`config.mk`:
```
export PLATFORM = sky130hd
export DESIGN_NAME = radix_root_locator
export DESIGN_NICKNAME = d
export VERILOG_FILES = /design/src/rtl/rrf_pkg.sv /design/src/rtl/rrf_table_ptr.sv /design/src/rtl/rrf_root_decode.sv /design/src/rtl/rrf_fsm.sv /design/src/rtl/radix_root_locator.sv
export SDC_FILE = /design/constraint.sdc
export NUM_CORES = 1
export LEC_CHECK = 0
export ABC_AREA = 1
export CORE_MARGIN = 5
export CORE_UTILIZATION = 47
export CTS_BUF_LIST = sky130_fd_sc_hd__clkbuf_4
export CTS_CLUSTER_SIZE = 16
export DETAILED_ROUTE_END_ITERATION = 7
export PLACE_DENSITY = 0.78
export SETUP_SLACK_MARGIN = 0.4
export SLEW_MARGIN = 25
export SYNTH_ARGS = -nofsm -noshare
export SYNTH_HDL_FRONTEND = slang
export SYNTH_SLANG_ARGS = --single-unit
```
`constraint.sdc`:
```
create_clock -name clk -period 3.65 [get_ports clk]
set_input_delay 0.73 -clock clk [delete_from_list [all_inputs] [get_ports clk]]
set_output_delay 0.73 -clock clk [all_outputs]
set_load 0.05 [all_outputs]
```
`src/rtl/rrf_pkg.sv`:
```
package rrf_pkg;
    localparam int DW          = 64;
    localparam int CODE_W      = 5;
    localparam int PAGE_SHIFT  = 12;
    localparam int ROOT_SHIFT  = 8;
    localparam int ENTRY_SHIFT = 4;
    localparam int PTR_FW      = 48;
    localparam int ROOT_FW     = 52;
    localparam logic [CODE_W-1:0] MAX_PROC_CODE = 5'd24;
    localparam logic [CODE_W-1:0] MIN_ROOT_CODE = 5'd5;
    localparam logic [5:0]        TREE_BIAS     = 6'd31;

    typedef enum logic [3:0] {
        S_IDLE,
        S_PART_CHK,
        S_PART_RD,
        S_PART_WT,
        S_PROC_CHK,
        S_PROC_RD,
        S_PROC_WT,
        S_ROOT_CHK,
        S_DONE,
        S_FAULT
    } state_t;
endpackage

```
`src/rtl/rrf_table_ptr.sv`:
```
module rrf_table_ptr
    import rrf_pkg::*;
#(
    parameter int          IDX_W     = 12,
    parameter bit          ALIGN     = 1'b0,
    parameter logic [63:0] ENTRY_OFF = 64'd0
) (
    input  logic [DW-1:0]     dword,
    input  logic [IDX_W-1:0]  idx,
    output logic [DW-1:0]     entry_addr,
    output logic [CODE_W-1:0] size_code,
    output logic              out_of_range
);
    logic [PTR_FW-1:0] field;
    logic [PTR_FW-1:0] base_f;
    logic [DW-1:0]     base;
    logic [DW-1:0]     off;
    logic [5:0]        lim;

    // field bits 4..51 and 59..63, bit 0 being the MSB
    assign field     = dword[59:12];
    assign size_code = dword[4:0];

    generate
        if (ALIGN) begin : g_align
            assign base_f = field & ~((PTR_FW'(1) << size_code) - PTR_FW'(1));
        end else begin : g_raw
            assign base_f = field;
        end
    endgenerate

    assign base         = {4'b0, base_f, 12'b0};
    assign off          = DW'({idx, 4'b0});
    assign entry_addr   = base + off + ENTRY_OFF;
    assign lim          = {1'b0, size_code} + 6'(PAGE_SHIFT);
    assign out_of_range = (off >> lim) != '0;
endmodule

```
`src/rtl/rrf_root_decode.sv`:
```
module rrf_root_decode
    import rrf_pkg::*;
(
    input  logic [DW-1:0]     dword,
    output logic [DW-1:0]     root_base,
    output logic [CODE_W-1:0] idx_bits,
    output logic [5:0]        tree_bits,
    output logic              size_bad
);
    logic [1:0]         tsz_hi;
    logic [2:0]         tsz_lo;
    logic [ROOT_FW-1:0] rfield;

    assign tsz_hi    = dword[62:61];
    assign tsz_lo    = dword[7:5];
    assign rfield    = dword[59:8];
    assign idx_bits  = dword[4:0];
    assign root_base = {4'b0, rfield, 8'b0};
    assign tree_bits = {1'b0, tsz_hi, tsz_lo} + TREE_BIAS;
    assign size_bad  = idx_bits < MIN_ROOT_CODE;
endmodule

```
`src/rtl/rrf_fsm.sv`:
```
module rrf_fsm
    import rrf_pkg::*;
#(
    parameter int LPID_W = 12,
    parameter int PID_W  = 20
) (
    input  logic              clk,
    input  logic              rst_n,
    input  logic              start,
    input  logic [DW-1:0]     ptcr_in,
    input  logic [LPID_W-1:0] lpid_in,
    input  logic [PID_W-1:0]  pid_in,
    input  logic              rsp_valid,
    input  logic [DW-1:0]     rsp_data,
    input  logic              part_oor,
    input  logic [CODE_W-1:0] proc_code,
    input  logic              proc_oor,
    input  logic              root_bad,
    input  logic [DW-1:0]     part_addr,
    input  logic [DW-1:0]     proc_addr,
    output logic [DW-1:0]     ptcr_q,
    output logic [LPID_W-1:0] lpid_q,
    output logic [PID_W-1:0]  pid_q,
    output logic [DW-1:0]     pate_q,
    output logic [DW-1:0]     prte_q,
    output logic              req_valid,
    output logic [DW-1:0]     req_addr,
    output logic              done,
    output logic              fault
);
    state_t state, state_nx;

    always_ff @(posedge clk) begin
        if (!rst_n) state <= S_IDLE;
        else        state <= state_nx;
    end

    always_comb begin
        state_nx = state;
        unique case (state)
            S_IDLE:     if (start) state_nx = S_PART_CHK;
            S_PART_CHK: state_nx = part_oor ? S_FAULT : S_PART_RD;
            S_PART_RD:  state_nx = S_PART_WT;
            S_PART_WT:  if (rsp_valid) state_nx = S_PROC_CHK;
            S_PROC_CHK: state_nx = ((proc_code > MAX_PROC_CODE) || proc_oor) ? S_FAULT : S_PROC_RD;
            S_PROC_RD:  state_nx = S_PROC_WT;
            S_PROC_WT:  if (rsp_valid) state_nx = S_ROOT_CHK;
            S_ROOT_CHK: state_nx = root_bad ? S_FAULT : S_DONE;
            S_DONE:     state_nx = S_IDLE;
            S_FAULT:    state_nx = S_IDLE;
            default:    state_nx = S_IDLE;
        endcase
    end

    always_ff @(posedge clk) begin
        if (!rst_n) begin
            ptcr_q <= '0;
            lpid_q <= '0;
            pid_q  <= '0;
            pate_q <= '0;
            prte_q <= '0;
        end else begin
            if (state == S_IDLE && start) begin
                ptcr_q <= ptcr_in;
                lpid_q <= lpid_in;
                pid_q  <= pid_in;
            end
            if (state == S_PART_WT && rsp_valid) pate_q <= rsp_data;
            if (state == S_PROC_WT && rsp_valid) prte_q <= rsp_data;
        end
    end

    always_comb begin
        req_valid = 1'b0;
        req_addr  = '0;
        done      = 1'b0;
        fault     = 1'b0;
        unique case (state)
            S_PART_RD: begin
                req_valid = 1'b1;
                req_addr  = part_addr;
            end
            S_PROC_RD: begin
                req_valid = 1'b1;
                req_addr  = proc_addr;
            end
            S_DONE:  done  = 1'b1;
            S_FAULT: fault = 1'b1;
            default: ;
        endcase
    end

    assert_req_single_R9: assert property (@(posedge clk) disable iff (!rst_n)
        req_valid |=> !req_valid);
    assert_done_pulse_R10: assert property (@(posedge clk) disable iff (!rst_n)
        done |=> !done);
    assert_fault_pulse_R10: assert property (@(posedge clk) disable iff (!rst_n)
        fault |=> !fault);
    assert_excl_R10: assert property (@(posedge clk) disable iff (!rst_n)
        !(done && fault));
    assert_busy_start_R10: assert property (@(posedge clk) disable iff (!rst_n)
        (state != S_IDLE) |=> $stable(lpid_q) && $stable(pid_q) && $stable(ptcr_q));
    assert_part_offset_R2: assert property (@(posedge clk) disable iff (!rst_n)
        (state == S_PART_RD) |-> (req_addr[3:0] == 4'h8));
    assert_proc_offset_R4: assert property (@(posedge clk) disable iff (!rst_n)
        (state == S_PROC_RD) |-> (req_addr[3:0] == 4'h0));
endmodule

```
`src/rtl/radix_root_locator.sv`:
```
module radix_root_locator
    import rrf_pkg::*;
#(
    parameter int LPID_W = 12,
    parameter int PID_W  = 20
) (
    input  logic              clk,
    input  logic              rst_n,
    input  logic              start,
    input  logic [63:0]       ptcr,
    input  logic [LPID_W-1:0] lpid,
    input  logic [PID_W-1:0]  pid,
    output logic              mem_req_valid,
    output logic [63:0]       mem_req_addr,
    input  logic              mem_rsp_valid,
    input  logic [63:0]       mem_rsp_data,
    output logic              done,
    output logic              fault,
    output logic [63:0]       root_base,
    output logic [4:0]        root_idx_bits,
    output logic [5:0]        tree_bits
);
    logic [DW-1:0]     ptcr_q, pate_q, prte_q, part_addr, proc_addr;
    logic [LPID_W-1:0] lpid_q;
    logic [PID_W-1:0]  pid_q;
    logic [CODE_W-1:0] part_code, proc_code;
    logic              part_oor, proc_oor, root_bad;

    rrf_table_ptr #(.IDX_W(LPID_W), .ALIGN(1'b0), .ENTRY_OFF(64'd8)) u_part (
        .dword(ptcr_q), .idx(lpid_q), .entry_addr(part_addr),
        .size_code(part_code), .out_of_range(part_oor)
    );

    rrf_table_ptr #(.IDX_W(PID_W), .ALIGN(1'b1), .ENTRY_OFF(64'd0)) u_proc (
        .dword(pate_q), .idx(pid_q), .entry_addr(proc_addr),
        .size_code(proc_code), .out_of_range(proc_oor)
    );

    rrf_root_decode u_root (
        .dword(prte_q), .root_base(root_base), .idx_bits(root_idx_bits),
        .tree_bits(tree_bits), .size_bad(root_bad)
    );

    rrf_fsm #(.LPID_W(LPID_W), .PID_W(PID_W)) u_fsm (
        .clk(clk), .rst_n(rst_n), .start(start),
        .ptcr_in(ptcr), .lpid_in(lpid), .pid_in(pid),
        .rsp_valid(mem_rsp_valid), .rsp_data(mem_rsp_data),
        .part_oor(part_oor), .proc_code(proc_code), .proc_oor(proc_oor),
        .root_bad(root_bad), .part_addr(part_addr), .proc_addr(proc_addr),
        .ptcr_q(ptcr_q), .lpid_q(lpid_q), .pid_q(pid_q),
        .pate_q(pate_q), .prte_q(prte_q),
        .req_valid(mem_req_valid), .req_addr(mem_req_addr),
        .done(done), .fault(fault)
    );

    // the partition size code only bounds the index
    logic unused_code;
    assign unused_code = ^part_code;

    assert_root_width_R8: assert property (@(posedge clk) disable iff (!rst_n)
        done |-> (root_idx_bits >= 5'd5));
    assert_tree_width_R7: assert property (@(posedge clk) disable iff (!rst_n)
        done |-> (tree_bits >= 6'd31));
    assert_reset_quiet_R1: assert property (@(posedge clk)
        !rst_n |=> !mem_req_valid && !done && !fault);
endmodule

```
==> results.yml <==
final_layout:
  final_core_util_pct: 71.8
  final_cells: 2727
  multi_input_area_sq_mm: 0.00813
  seq_area_sq_mm: 0.00410
  postLayoutCellArea_sq_mm: 0.0192
  area_growth_pct: 51.4
  fill_cells: 2195
  drive_gt1_share_pct: 26.6
  final_nets: 2529
worst_setup_path:
  cp_max_fo: 6
  end_kind: "output port"
  slowest_stage: "ha_1"
  path_class: "reg -> out"
  critPathLaunchType: "flip-flop"
  crit_top_cell: "nor2_4"
  crit_path_max_incr_delay_ps: 380
  cp_data_arrival_time_ps: 4070
  required_ps: 2920
  crit_chain: "buf_6 -> nor2_4 -> nand2_2 -> ha_4 -> buf_12 -> nand3_4 -> nor2_4 -> o21ai_1 -> a21oi_1 -> ha_1 -> nand2_2 -> nor2_4 -> inv_2 -> o21ai_2 -> o21bai_4 -> nand2_2 -> nor2_4 -> nand2_4 -> nor2_4 -> nand3_1 -> nand2_1 -> nand3_2 -> nand2_4 -> buf_12"
timing:
  fin_ws_ps: -1150
  finalClockSkew_ps: 24.5
  finalHoldViolations: 0
  fmax_mhz: 208
  fin_hold_ws_ps: 456
  worst_pin_slew_ps: 918
  fin_crit_sh_pct: 132
  period_needed_ps: 4800
  rsz0062_at_grt: "yes"
  setup_viol: 47
  fin_tns_setup_ps: -46720
  slew_violations: 0
  slew_headroom_pct: 38.8
die:
  io_pins: 306
  core-area_sq_mm: 0.0268
  initial_core_util_pct: 47.4
  die_h_um: 174
  die_w_um: 174
  rows: 60
  dieArea_sq_mm: 0.0304
place:
  dp.cells: 2579
  dp_hpwl_um: 34400
  place.gp.congestion: 0.955
  preCtsSetupSlack_ps: -582
  place_area_sq_mm: 0.0173
  portBuffers: 274
synth:
  ys_types: 44
  syn_inst: 1960
  synth.top_cell.area_share_pct: 32.1
  synth_area_leaders: "dfxtp_1 (32%), nand2_1 (10%), a21oi_1 (9.5%)"
  yosysWarnings: 0
  synth.avg_cell_area_sq_um: 6.48
  synth_largest_area_cell: "dfxtp_1"
  synthesis.area_sq_mm: 0.0127
  ys_seq_area_share_pct: 32.1
  ys_ff_latch: 204
clock_network:
  numCtsBuffers: 53
  max-clock-path-buffers: 3
  cts_hold_buf: 0
  clk_pin_slew_ps: 70
  cts_sinks: 204
  cts_tree: "done"
  root_buffer: "clkbuf_4"
  cts_max_level: 2
  clock_latency_ps: 680
run:
  cap_violations: 0
routing:
  ant_nets: 0
  num_vias: 14600
  dr.pass1.iters: 6
  wire_per_inst_um: 16.8
  drt_iter0_markers: 1212
  route.detailed.drc: 0
  routed_wirelength_um: 45900
  via_per_inst: 5.37
pwr:
  power.leakage_nw: 7.42
  ir_drop_mv: 0.241
  p_total_mw: 6.38
  powerDensity_mw_per_mm2: 332
global_route:
  antenna_found_initial: 1
  grt.overflow.total: 0
  grt_pass1_wl_um: 72100
  track_usage_pct: 28.4
  grt_max_degree: 111
  grt_pass1_vias: 14100
worst_hold_path:
  min_path_type: "reg -> reg"
status:
  outcome: "finished with violations"
  violations: "setup timing"
worst max-delay path, delay by kind of cell, from the launching register on:
| family | cells | cell delay (ps) |
|---|---|---|
| AO/OA/AOI/OAI | 4 | 450 |
| adder cells (fa/ha/maj) | 2 | 560 |
| buffers and inverters | 4 | 430 |
| flip-flops | 1 | 340 |
| AND/OR/NAND/NOR | 14 | 1580 |
cell usage in the layout, fill, tap and decap left out, types with 20 or more instances in the layout:
cell type / Yosys / routed
nor2_1: 134 / 111
nor2_4: 15 / 27
dfxtp_1: 204 / 198
clkbuf_4: 1 / 72
buf_12: 0 / 61
nand2_2: 9 / 39
nand3_2: 14 / 50
nand4_1: 32 / 32
nor3_1: 35 / 31
buf_4: 75 / 175
nand3_1: 221 / 179
buf_6: 4 / 23
nand2_4: 0 / 26
clkdlybuf4s50_1: 0 / 211
o21ai_0: 175 / 149
nor2_2: 17 / 28
a21oi_1: 241 / 226
inv_2: 10 / 20
inv_1: 229 / 218
nand2_1: 346 / 290
Yosys cell counts, drive strengths merged:
| master | n |
|---|---|
| o22ai | 14 |
| o211ai | 4 |
| o221ai | 2 |
| dfxtp | 204 |
| nor3b | 1 |
| nor4 | 15 |
| nor2 | 166 |
| o21ai | 182 |
| clkinv | 2 |
| or3 | 1 |
| a22o | 2 |
| ha | 18 |
| xor2 | 10 |
| a21o | 3 |
| fa | 2 |
| nand4 | 33 |
| nand2 | 355 |
| or2 | 3 |
| nand3 | 237 |
| o21bai | 6 |
| buf | 80 |
| inv | 241 |
| a21oi | 243 |
| clkbuf | 84 |
| nor3 | 35 |
| a31oi | 5 |
| o31ai | 3 |
| conb | 1 |
| o32ai | 6 |
| xnor2 | 2 |
flip-flops by register name, summed over array words and instances, names as in the netlist:
register      count
u_fsm.prte_q     62
u_fsm.pate_q     53
u_fsm.lpid_q     12
u_fsm.ptcr_q     53
u_fsm.pid_q      20
u_fsm.state       4
area by class of cell:
type,instances,area share [%]
Multi-Input combinational cell,1366,42.2
Timing Repair Buffer,477,25.9
Sequential cell,204,21.3
Inverter,243,4.84
Clock buffer,72,2.81
Tap cell,341,2.22
Clock inverter,23,0.644
Antenna cell,1,0.0130
metal layers:
layer	vias up	wire, um	track usage (%)
li1	7252	-	-
met1	6680	20100	39.0
met2	627	20800	45.4
met3	86	3740	5.72
met4	0	1170	8.35
met5	-	0	0
cells by family after synthesis:
family | share of synthesized area (%)
simple gates | 30.9
compound gates | 19.4
flops | 32.1
xor+xnor | 0.827
fa+ha+maj | 2.09
buf+inv | 14.6
other cells | 0.0295
report_power, final:
group | leakage (nW) | total, mW | internal (mW) | switching (mW)
clock network | 0.397 | 1.98 | 0.993 | 0.988
logic | 5.36 | 1.80 | 0.705 | 1.09
registers | 1.67 | 2.60 | 2.43 | 0.167
total | 7.42 | 6.38 | 4.13 | 2.25
worst paths after layout:
path	start	endpoint	cells past startpoint	slack [ps]
setup reg to reg	u_fsm.state[3]	u_fsm.pate_q[0]	8	1410
hold / removal	u_fsm.pate_q[27]	u_fsm.pate_q[27]	2	460
hold reg to reg	u_fsm.pate_q[27]	u_fsm.pate_q[27]	2	460
setup / recovery	u_fsm.pate_q[1]	mem_req_addr[56]	24	-1150
repair_timing:
action,CTS,global route
endpoints found under the setup margin,60,59
gates resized for setup,116,88
pin swaps,87,44
buffers inserted,30,22
No activity file was read; power rests on OpenSTA's default activity.
